`src/rtl/dma_pag_pkg.sv`:
```
package dma_pag_pkg;
  typedef enum logic {
    XW_BYTE = 1'b0,
    XW_WORD = 1'b1
  } xfer_width_e;
endpackage

```
`src/rtl/dma_pag_cfg.sv`:
```
module dma_pag_cfg
  import dma_pag_pkg::*;
#(
  parameter int PAGE_W = 8
) (
  input  logic              clk,
  input  logic              rst,
  input  logic              load_i,
  input  logic [PAGE_W-1:0] page_i,
  input  logic              word_mode_i,
  output logic [PAGE_W-1:0] page_o,
  output xfer_width_e       width_o
);
  always_ff @(posedge clk) begin
    if (rst) begin
      page_o  <= '0;
      width_o <= XW_BYTE;
    end else if (load_i) begin
      page_o  <= page_i;
      width_o <= word_mode_i ? XW_WORD : XW_BYTE;
    end
  end
endmodule

```
`src/rtl/dma_pag_offset.sv`:
```
module dma_pag_offset #(
  parameter int OFS_W = 16
) (
  input  logic             clk,
  input  logic             rst,
  input  logic             load_i,
  input  logic [OFS_W-1:0] addr_i,
  input  logic             step_i,
  output logic [OFS_W-1:0] offset_o
);
  localparam logic [OFS_W-1:0] ONE = {{(OFS_W-1){1'b0}}, 1'b1};

  // wraps inside the offset field; page bits are never carried into
  always_ff @(posedge clk) begin
    if (rst)         offset_o <= '0;
    else if (load_i) offset_o <= addr_i;
    else if (step_i) offset_o <= offset_o + ONE;
  end
endmodule

```
`src/rtl/dma_pag_count.sv`:
```
module dma_pag_count #(
  parameter int CNT_W = 16
) (
  input  logic             clk,
  input  logic             rst,
  input  logic             load_i,
  input  logic [CNT_W-1:0] count_i,
  input  logic             step_i,
  output logic             active_o,
  output logic             last_o
);
  localparam logic [CNT_W-1:0] ONE = {{(CNT_W-1){1'b0}}, 1'b1};

  logic [CNT_W-1:0] cnt_q;

  assign last_o = (cnt_q == '0);

  always_ff @(posedge clk) begin
    if (rst) begin
      cnt_q    <= '0;
      active_o <= 1'b0;
    end else if (load_i) begin
      cnt_q    <= count_i;
      active_o <= 1'b1;
    end else if (step_i) begin
      cnt_q <= cnt_q - ONE;
      if (last_o) active_o <= 1'b0;
    end
  end
endmodule

```
`src/rtl/dma_pag_fmt.sv`:
```
module dma_pag_fmt
  import dma_pag_pkg::*;
#(
  parameter int PAGE_W = 8,
  parameter int OFS_W  = 16,
  localparam int PHYS_W = PAGE_W + OFS_W
) (
  input  logic              clk,
  input  logic              rst,
  input  logic              fire_i,
  input  logic              last_i,
  input  logic [PAGE_W-1:0] page_i,
  input  logic [OFS_W-1:0]  offset_i,
  input  xfer_width_e       width_i,
  output logic [PHYS_W-1:0] phys_o,
  output logic [1:0]        be_o,
  output logic              word_o,
  output logic              valid_o,
  output logic              tc_o
);
  logic [PHYS_W-1:0] byte_addr;
  logic [PHYS_W-1:0] word_addr;
  logic [PHYS_W-1:0] phys_d;
  logic [1:0]        be_d;

  assign byte_addr = {page_i, offset_i};

  generate
    if (PAGE_W > 1) begin : g_wide_page
      assign word_addr = {page_i[PAGE_W-1:1], offset_i, 1'b0};
    end else begin : g_narrow_page
      assign word_addr = {offset_i, 1'b0};
    end
  endgenerate

  always_comb begin
    if (width_i == XW_WORD) begin
      phys_d = word_addr;
      be_d   = 2'b11;
    end else begin
      phys_d = byte_addr;
      be_d   = offset_i[0] ? 2'b10 : 2'b01;
    end
  end

  always_ff @(posedge clk) begin
    if (rst) begin
      phys_o  <= '0;
      be_o    <= 2'b00;
      word_o  <= 1'b0;
      valid_o <= 1'b0;
      tc_o    <= 1'b0;
    end else begin
      valid_o <= fire_i;
      tc_o    <= fire_i & last_i;
      if (fire_i) begin
        phys_o <= phys_d;
        be_o   <= be_d;
        word_o <= (width_i == XW_WORD);
      end
    end
  end
endmodule

```
`src/rtl/dma_page_addr_gen.sv`:
```
module dma_page_addr_gen
  import dma_pag_pkg::*;
#(
  parameter int PAGE_W = 8,
  parameter int OFS_W  = 16,
  localparam int PHYS_W = PAGE_W + OFS_W
) (
  input  logic              clk,
  input  logic              rst,
  input  logic              load_i,
  input  logic [PAGE_W-1:0] page_i,
  input  logic [OFS_W-1:0]  addr_i,
  input  logic [OFS_W-1:0]  count_i,
  input  logic              word_mode_i,
  input  logic              mask_i,
  input  logic              xfer_i,
  output logic [PHYS_W-1:0] phys_addr_o,
  output logic [1:0]        byte_en_o,
  output logic              word_o,
  output logic              valid_o,
  output logic              tc_o,
  output logic              active_o
);
  logic [PAGE_W-1:0] page_q;
  xfer_width_e       width_q;
  logic [OFS_W-1:0]  offset_q;
  logic              last_w;
  logic              fire;

  // load wins over a strobe at the same edge
  assign fire = xfer_i & active_o & ~mask_i & ~load_i;

  dma_pag_cfg #(.PAGE_W(PAGE_W)) u_cfg (
    .clk(clk), .rst(rst), .load_i(load_i), .page_i(page_i),
    .word_mode_i(word_mode_i), .page_o(page_q), .width_o(width_q)
  );

  dma_pag_offset #(.OFS_W(OFS_W)) u_ofs (
    .clk(clk), .rst(rst), .load_i(load_i), .addr_i(addr_i),
    .step_i(fire), .offset_o(offset_q)
  );

  dma_pag_count #(.CNT_W(OFS_W)) u_cnt (
    .clk(clk), .rst(rst), .load_i(load_i), .count_i(count_i),
    .step_i(fire), .active_o(active_o), .last_o(last_w)
  );

  dma_pag_fmt #(.PAGE_W(PAGE_W), .OFS_W(OFS_W)) u_fmt (
    .clk(clk), .rst(rst), .fire_i(fire), .last_i(last_w),
    .page_i(page_q), .offset_i(offset_q), .width_i(width_q),
    .phys_o(phys_addr_o), .be_o(byte_en_o), .word_o(word_o),
    .valid_o(valid_o), .tc_o(tc_o)
  );
endmodule

```
`config.mk`:
```
export PLATFORM = sky130hd
export DESIGN_NAME = dma_page_addr_gen
export DESIGN_NICKNAME = d
export VERILOG_FILES = /design/src/rtl/dma_pag_pkg.sv /design/src/rtl/dma_pag_cfg.sv /design/src/rtl/dma_pag_offset.sv /design/src/rtl/dma_pag_count.sv /design/src/rtl/dma_pag_fmt.sv /design/src/rtl/dma_page_addr_gen.sv
export SDC_FILE = /design/constraint.sdc
export NUM_CORES = 1
export LEC_CHECK = 0
export CAP_MARGIN = 0
export CORE_MARGIN = 2
export CORE_UTILIZATION = 32
export CTS_CLUSTER_DIAMETER = 120
export DETAILED_ROUTE_END_ITERATION = 16
export GPL_TIMING_DRIVEN = 0
export PLACE_DENSITY = 0.56
export REMOVE_ABC_BUFFERS = 1
export SLEW_MARGIN = 20
export SYNTH_ARGS = -nofsm -noshare
export SYNTH_HDL_FRONTEND = slang
export SYNTH_HIERARCHICAL = 1
export SYNTH_SLANG_ARGS = --single-unit
```
`constraint.sdc`:
```
create_clock -name clk -period 2.55 [get_ports clk]
set_input_delay 0.255 -clock clk [delete_from_list [all_inputs] [get_ports clk]]
set_output_delay 0.255 -clock clk [all_outputs]
set_load 0.01 [all_outputs]
```
# Word level (Yosys, flattened, before mapping)

Index checks and enable logic that the tools add are counted.

$add $sub $neg: 2
$mul: 0
Div/mod/pow operators: 0
$lt $le $gt $ge: 0
Equal/unequal tests: 0
Shift-type cells: 0
Muxes and demuxes: 11
Bitwise operators: 6
Reduce and logical (&&, ||, !) cells: 4

Operator list:

| operator                                                              | number |
|---|---|
| 16-bit two-way mux                                                    | 4 |
| 17-bit two-way mux                                                    | 1 |
| 16-bit by 1-bit adder with 16-bit output (second input constant)      | 1 |
| 16-bit logical NOT                                                    | 1 |
| 16-bit by 1-bit subtractor with 16-bit output (second input constant) | 1 |
| 1-bit AND                                                             | 4 |
| 1-bit two-way mux                                                     | 4 |
| 2-bit two-way mux                                                     | 2 |
| 2-bit nonzero test                                                    | 2 |
| 1-bit inverter                                                        | 2 |
| 2-bit AND reduction                                                   | 1 |

Register bits: 71
Bits in latches: 0
Memory bits (writable): 0
Memory bits (read-only): 0
Input port bits: 46
Output and inout port bits: 30
Word-level logic and storage cells: 33
Memories: 0

# Longest topological paths before layout

Gate-level depths: netlist of the first run.

Depth in word-level cells: 5
Mapped depth: 7
Gate-level depth less buffers: 5

# By module

The synthesis of the first run kept the hierarchy.

Modules (own cells, without submodules):

| module            | instances | cells an instance | area each (um^2) | sequential area each (um^2) |
|---|---|---|---|---|
| dma_pag_fmt       | 1         | 113               | 1161.1           | 580.6 |
| dma_pag_count     | 1         | 125               | 1018.5           | 340.3 |
| dma_pag_offset    | 1         | 112               | 984.7            | 320.3 |
| dma_pag_cfg       | 1         | 29                | 319.1            | 180.2 |
| dma_page_addr_gen | 1         | 1                 | 12.5             | 0.0 |

# Worst setup path before layout of the first run

OpenSTA, ideal clock, no wires.

Path kind: register to register
From: register u_cnt.active_o
To: register u_cnt.cnt_q[14]
Setup time: 112 ps
Arrival time: 1922 ps
Required time: 2438 ps
Path slack: 516 ps
Cell stages (with the launch flop): 6
Path buffers: 1
Period minus slack after synthesis: 2034 ps
Cells stage by stage: dfxtp_1 -> and4bb_2 -> or4bb_1 -> clkbuf_1 -> o41a_1 -> a2111oi_1

Cells in the longest elaborated chain, start to end: 4

RTL lines:

| item                         | RTL line                | RTL |
|---|---|---|
| from (decl)                  | dma_pag_count.sv:9      | `output logic active_o,` |
| from (signal assigned)       | dma_pag_count.sv:21     | `active_o <= 1'b0;` |
| from (signal assigned)       | dma_pag_count.sv:24     | `active_o <= 1'b1;` |
| from (signal assigned)       | dma_pag_count.sv:27     | `if (last_o) active_o <= 1'b0;` |
| 1-bit AND (3 in a row)       | dma_page_addr_gen.sv:31 | `assign fire = xfer_i & active_o & ~mask_i & ~load_i;` |
| net fire                     | dma_page_addr_gen.sv:28 | `logic fire;` |
| 2-bit nonzero test (no line) | n/a                     |  |
| to (signal assigned)         | dma_pag_count.sv:23     | `cnt_q <= count_i;` |
| to (signal assigned)         | dma_pag_count.sv:26     | `cnt_q <= cnt_q - ONE;` |
| to (decl)                    | dma_pag_count.sv:14     | `logic [CNT_W-1:0] cnt_q;` |

The timed path passes the listed nets, and every way through them passes these cells.
A chain may end at the register's enable or synchronous reset.

# Final worst setup path of the first run

From: input port xfer_i
To: register u_cnt.cnt_q[12]

Cells in the longest elaborated chain, start to end: 4

RTL lines:

| item                         | RTL line                | RTL |
|---|---|---|
| from (decl)                  | dma_page_addr_gen.sv:16 | `input logic xfer_i,` |
| 1-bit AND (3 in a row)       | dma_page_addr_gen.sv:31 |  |
| net fire                     | dma_page_addr_gen.sv:28 |  |
| 2-bit nonzero test (no line) | n/a                     |  |

The timed path passes the listed nets, and every way through them passes these cells.

==> run_results.csv, run 1 <==
group,metric,value,unit
min_path,hold_path_end,"u_fmt/phys_o[21]",
min_path,hold_path_depth,2,
setup_path,crit_type,"in2reg",
setup_path,timing.rr.end,"u_cnt/cnt_q[12]",
setup_path,critPathTopFamily,"simple AND/OR/NAND/NOR gates",
floorplan,core,10700,sq um
synth,synth_cells,380,
synth,async_flop_share,0,%
synth,ys_ff_latch,71,
sta,fmax,412,MHz
layout,antenna-diode-count,0,
floorplan,dieHeight,109,microns
clocking,worstSkewPairLatency,0.35,ns
synth,synthesis.area,3500,sq um
setup_path,cp_slowest_stage_delay,0.67,ns
sta,layout_setup_ws,0.124,ns
power_and_ir_drop,peakVddDrop,243,uV
routing,drtIter0Drc,122,
min_path,hp-start,"rst",
clocking,cts_made_buffers,9,
sta,final_max_slew_viol_count,0,
sta,tightest_slew,0.726,ns
routing,routed_via_density,5.01,
clocking,htree_num_levels,3,
flow_run,drv_cap,0,
clocking,cts_resized,1,
floorplan,num_rows,38,
min_path,hold_path.class,"in2reg",
clocking,cts_tree,"yes",
routing,wl_per_cell,14.7,microns
clocking,ctsHoldBuffers,0,
placed_design,dp_hpwl,5090,microns
routing,finalWirelength,8560,microns
setup_path,path_buf_inv,1,
global_routing,antenna_found_initial,0,
clocking,cts-root-buf,"clkbuf_8",
sta,hold_viol_final,0,
clocking,cts.sinks,71,
layout,fillers,1121,
setup_path,reg2regPathDepth,4,
sta,finalSetupTns,0,ns
synth,synth.avg_cell_area,9.20,sq um
setup_path,cp.required,2.78,ns
synth,synth_edf_count,0,
setup_path,critPathMaxFanout,15,
setup_path,cp-end-kind,"flip-flop",
sta,whs,0.439,ns
sta,finalSetupViolCount,0,
floorplan,initial_core_util,32.5,%
sta,slew_headroom,51.6,%
status,outcome,"finished, final reports clean",
synth,synth_top_area_share,40.7,%
floorplan,die_area,11800,sq um
clocking,cts_setup_buffers,0,
synth,ys_types,55,
setup_path,arrival,2.66,ns
synth,ys_seq_area_share,40.7,%
power_and_ir_drop,cellPowerDensity,541,nW/um^2
sta,finClkSkew,0.00691,ns
placed_design,port_buffers,75,
layout,syn2layout_area_growth,28.3,%
sta,post-route-period-util,95.1,%
synth,yosys.area.top_type,"dfxtp_1",
setup_path,start_kind,"input port",
setup_path,slowest_stage,"or4bb_1",
floorplan,fp.dieW,109,microns
synth,ys.flop_type,"dfxtp_1",
routing,drt_pass1_iterations,4,
layout,multi_input_area,1870,sq um
routing,ant_nets,0,
setup_path,crit_chain,"clkdlybuf4s50_1 -> and4bb_4 -> or4bb_1 -> o41a_1 -> a2111oi_1",
placed_design,place_congestion,0.765,
synth,yosysWarningCount,6,
global_routing,grt_use_total,15.1,%
setup_path,regToRegSetupSlack,0.15,ns
setup_path,reg2reg_from,"u_cnt/active_o",
sta,rsz0062_at_grt,"false",
synth,synth_most_common_cell,"dfxtp_1",
synth,synthTopCellsByArea,"dfxtp_1 (41%), mux2i_1 (11%), nor2_1 (6.0%), a211oi_1 (4.3%), xor2_1 (3.0%)",
layout,drive_gt1_share,8.13,%
floorplan,ios,76,
routing,drc,0,
global_routing,grt_pass1_wl,13800,microns
global_routing,grt_max_degree,71,
global_routing,overflow,0,
layout,nets,486,
clocking,clk_path_buf_depth,2,
sta,finalCriticalPeriod,2.43,ns
synth,ys_top_cells_by_count,"dfxtp_1 (71), nor2_1 (56), mux2i_1 (37)",
placed_design,dpl_worst_slack,-0.838,ns
routing,vias,2922,
layout,seqCellArea,1420,sq um
clocking,cts.reportedPaths.clkPinSlew,0.08,ns
power_and_ir_drop,power.leakage,1.63,nW
global_routing,grt_pass1_vias,2840,
[cell usage in the layout, fill, tap and decap left out, drive strengths merged, types with 4 or more instances in the layout]
cell and count:
a2111oi 4, a211oi 20, a21oi 18, a311oi 4
clkbuf 14, clkdlybuf4s50 73, dfxtp 71, inv 19
mux2i 37, nand2 11, nand4 6, nor2 56
nor2b 5, nor3 8, nor4 13, o21a 10
or2 4, or3 5, or4 4, xnor2 5
xor2 12
[worst max path at each step]
stage                 endpoint           start  slack [ns]  cells past startpoint
2_1_floorplan   u_cnt/cnt_q[8]  u_cnt/active_o       -0.08                      4
3_3_place_gp   u_cnt/cnt_q[15]          load_i       -2.89                      5
3_5_place_dp   u_cnt/cnt_q[13]          load_i       -0.84                      5
4_1_cts        u_cnt/cnt_q[14]          mask_i        0.13                      5
5_1_grt        u_cnt/cnt_q[14]          mask_i        0.01                      5
6_report       u_cnt/cnt_q[12]          xfer_i        0.12                      5
[cell families (layout without fill, tap and decap cells)]
logic type,after synthesis,in the layout,synth area share (%)
buf+inv,50,111,6.98
xor+xnor,17,17,4.26
flops,71,71,40.7
fa+ha+maj,2,2,0.716
simple gates,126,128,20.7
mux,37,37,10.6
compound gates,77,77,16.1
[per-stage QoR]
step / area [sq um] / power [mW] / instances / utilization, %
final: 4490 / 2.43 / 583 / 41.7
after global routing: 4490 / 2.56 / 583 / 41.7
after CTS: 4480 / 2.47 / 583 / 41.7
after detailed placement: 4250 / 1.57 / 565 / 39.6
after global placement: 4250 / 1.57 / 565 / 39.6
after floorplan: 3330 / 1.40 / 350 / -
[cell type report]
| type | instances | area share, % |
|---|---|---|
| timing repair buffer | 75 | 16.6 |
| tap | 140 | 3.91 |
| clock inverter | 2 | 0.279 |
| multi-input combinational | 261 | 41.7 |
| inverter | 20 | 1.67 |
| sequential | 71 | 31.7 |
| clock buffer | 14 | 4.07 |
[power by group]
group          leakage [nW]  switching, mW  total [mW]  internal [mW]
combinational         0.943          0.150       0.322          0.172
sequential            0.583         0.0683        1.23           1.16
clock                0.0987          0.417       0.876          0.459
total                  1.63          0.636        2.43           1.79
[sequential cells by signal (all words and copies together) (netlist names)]
signal and flops:
u_fmt/valid_o 1, u_ofs/offset_o 16, u_cfg/page_o 8, u_fmt/tc_o 1
u_fmt/be_o 2, u_cfg/width_o 1, u_cnt/cnt_q 16, u_fmt/word_o 1
u_fmt/phys_o 24, u_cnt/active_o 1
[per-layer routing]
layer | global-route usage (%) | share of wire (%)
met1 | 19.8 | 49
met2 | 24.3 | 45
met3 | 4.76 | 5.4
met4 | 3.66 | 0.85
met5 | 0 | 0
No activity file was read; power rests on OpenSTA's default activity.
==> run 2, diff against run 1 <==
==> constraint.sdc (replaced) <==
create_clock -name clk -period 2.55 [get_ports clk]
set_input_delay 0.51 -clock clk [delete_from_list [all_inputs] [get_ports clk]]
set_output_delay 0.51 -clock clk [all_outputs]
set_load 0.01 [all_outputs]
==> run_results.csv, run 2 (synthesis results as in run 1) <==
group,metric,value,unit
setup_path,crit_cells,5,
clocking,cts_made_buffers,9,
sta,hold_viol_final,0,
floorplan,fp.dieW,109,microns
power_and_ir_drop,peakVddDrop,243,uV
setup_path,crit_type,"in2reg",
setup_path,slowest_stage,"or4bb_4",
global_routing,overflow,0,
setup_path,reg2reg_from,"u_cnt/active_o",
sta,finalSetupViolCount,0,
layout,antenna-diode-count,0,
routing,ant_nets,0,
layout,fillers,1122,
setup_path,path_buf_inv,1,
setup_path,critPathTopFamily,"simple AND/OR/NAND/NOR gates",
power_and_ir_drop,power.leakage,1.64,nW
clocking,cts_tree,"yes",
sta,finalCriticalPeriod,2.38,ns
routing,wl_per_cell,14.8,microns
clocking,clk_path_buf_depth,2,
floorplan,ios,76,
status,outcome,"finished, final reports clean",
clocking,cts.sinks,71,
global_routing,grt_max_degree,71,
global_routing,antenna_found_initial,0,
layout,reg.largest.list,"u_fmt/phys_o x24, u_cnt/cnt_q x16, u_ofs/offset_o x16",
sta,finalSetupTns,0,ns
power_and_ir_drop,cellPowerDensity,539,nW/um^2
sta,layout_setup_ws,0.168,ns
min_path,hold_path_depth,2,
sta,finClkSkew,0.00627,ns
placed_design,dp_hpwl,5090,microns
routing,drtIter0Drc,120,
clocking,cts-root-buf,"clkbuf_8",
sta,slew_headroom,51.2,%
setup_path,critPathMaxFanout,12,
placed_design,dpl_worst_slack,-1.09,ns
setup_path,start_kind,"input port",
setup_path,cp_slowest_stage_delay,0.57,ns
min_path,hp-start,"u_fmt/phys_o[0]",
setup_path,cp-end-kind,"flip-flop",
routing,vias,2896,
setup_path,reg2regPathDepth,4,
layout,layout_common_cells,"clkdlybuf4s50_1 (73), dfxtp_1 (70), nor2_1 (56)",
flow_run,drv_cap,0,
placed_design,place_congestion,0.765,
sta,final_max_slew_viol_count,0,
floorplan,num_rows,38,
routing,drc,0,
global_routing,grt_pass1_vias,2832,
setup_path,crit_chain,"clkdlybuf4s50_1 -> and4bb_4 -> or4bb_4 -> o41a_1 -> a2111oi_1",
layout,largest_register_ffs,24,
setup_path,cp.required,2.78,ns
layout,nets,488,
layout,final_common_cell,"clkdlybuf4s50_1",
placed_design,port_buffers,75,
clocking,htree_num_levels,3,
routing,finalWirelength,8670,microns
global_routing,grt_use_total,15.2,%
setup_path,arrival,2.61,ns
sta,rsz0062_at_grt,"false",
floorplan,initial_core_util,32.5,%
routing,drt_pass1_iterations,4,
sta,tightest_slew,0.732,ns
floorplan,core,10700,sq um
floorplan,die_area,11800,sq um
sta,post-route-period-util,93.4,%
floorplan,dieHeight,109,microns
routing,routed_via_density,4.95,
layout,syn2layout_area_growth,29.1,%
sta,fmax,420,MHz
global_routing,grt_pass1_wl,13900,microns
setup_path,crit_path_start,"xfer_i",
clocking,worstSkewPairLatency,0.35,ns
layout,drive_gt1_share,8.76,%
min_path,hold_path.class,"reg2reg",
layout,regMostFlops,"u_fmt/phys_o",
clocking,cts.reportedPaths.clkPinSlew,0.07,ns
-- run 2: cell types whose count changed in the layout (fill, tap and decap cells not counted), sizes merged --
cell and change:
buf +2
-- run 2: path summary, 6_finish.rpt --
check               endpoint  slack (ns)
min reg2reg  u_fmt/phys_o[0]        0.48
max reg2reg  u_cnt/cnt_q[12]        0.45
max          u_cnt/cnt_q[12]        0.17
min          u_fmt/phys_o[0]        0.48
-- run 2: cell type report --
class	instances	area, sq um	share of cell area (%)
Tap cell	140	175	3.88
Timing Repair Buffer	77	761	16.9
Multi-Input combinational cell	261	1880	41.8
Clock buffer	14	183	4.05
Inverter	20	75.1	1.66
Sequential cell	71	1420	31.5
Clock inverter	2	12.5	0.277
-- run 2: repair_timing --
| action | in CTS | in global routing |
|---|---|---|
| hold buffers | 0 | 0 |
| resized for setup | 3 | 0 |
| setup buffers | 2 | 0 |
| endpoints found under the setup margin | 17 | 0 |
-- run 2: worst register-to-register path, cell delays in order (launching register included) --
cell	delay [ns]
dfxtp_1	0.44
and4bb_4	0.32
or4bb_4	0.57
o41a_1	0.35
a2111oi_1	0.32
-- run 2: layer usage --
metal | track usage, % | up-vias | wire length (microns)
met1 | 19.9 | 1334 | 4220
li1 | - | 1493 | -
met4 | 3.66 | 0 | 68
met2 | 24.6 | 60 | 3960
met3 | 4.82 | 9 | 422
met5 | 0 | - | 0
-- run 2: power by group --
| part | total, mW | switching (mW) | internal [mW] |
|---|---|---|---|
| clock network | 0.875 | 0.416 | 0.459 |
| registers | 1.23 | 0.0697 | 1.16 |
| logic | 0.324 | 0.151 | 0.173 |
-- run 2: metrics by stage --
stage / instance area, sq um / hold slack [ns] / power, mW / instances / utilization, %
final: 4510 / 0.477 / 2.43 / 585 / 42.0
after global routing: 4510 / 0.505 / 2.57 / 585 / 42.0
after CTS: 4510 / 0.477 / 2.48 / 585 / 41.9
after detailed placement: 4250 / 0.464 / 1.57 / 565 / 39.6
after global placement: 4250 / 0.462 / 1.57 / 565 / 39.6
after floorplan: 3330 / 0.460 / 1.40 / 350 / -
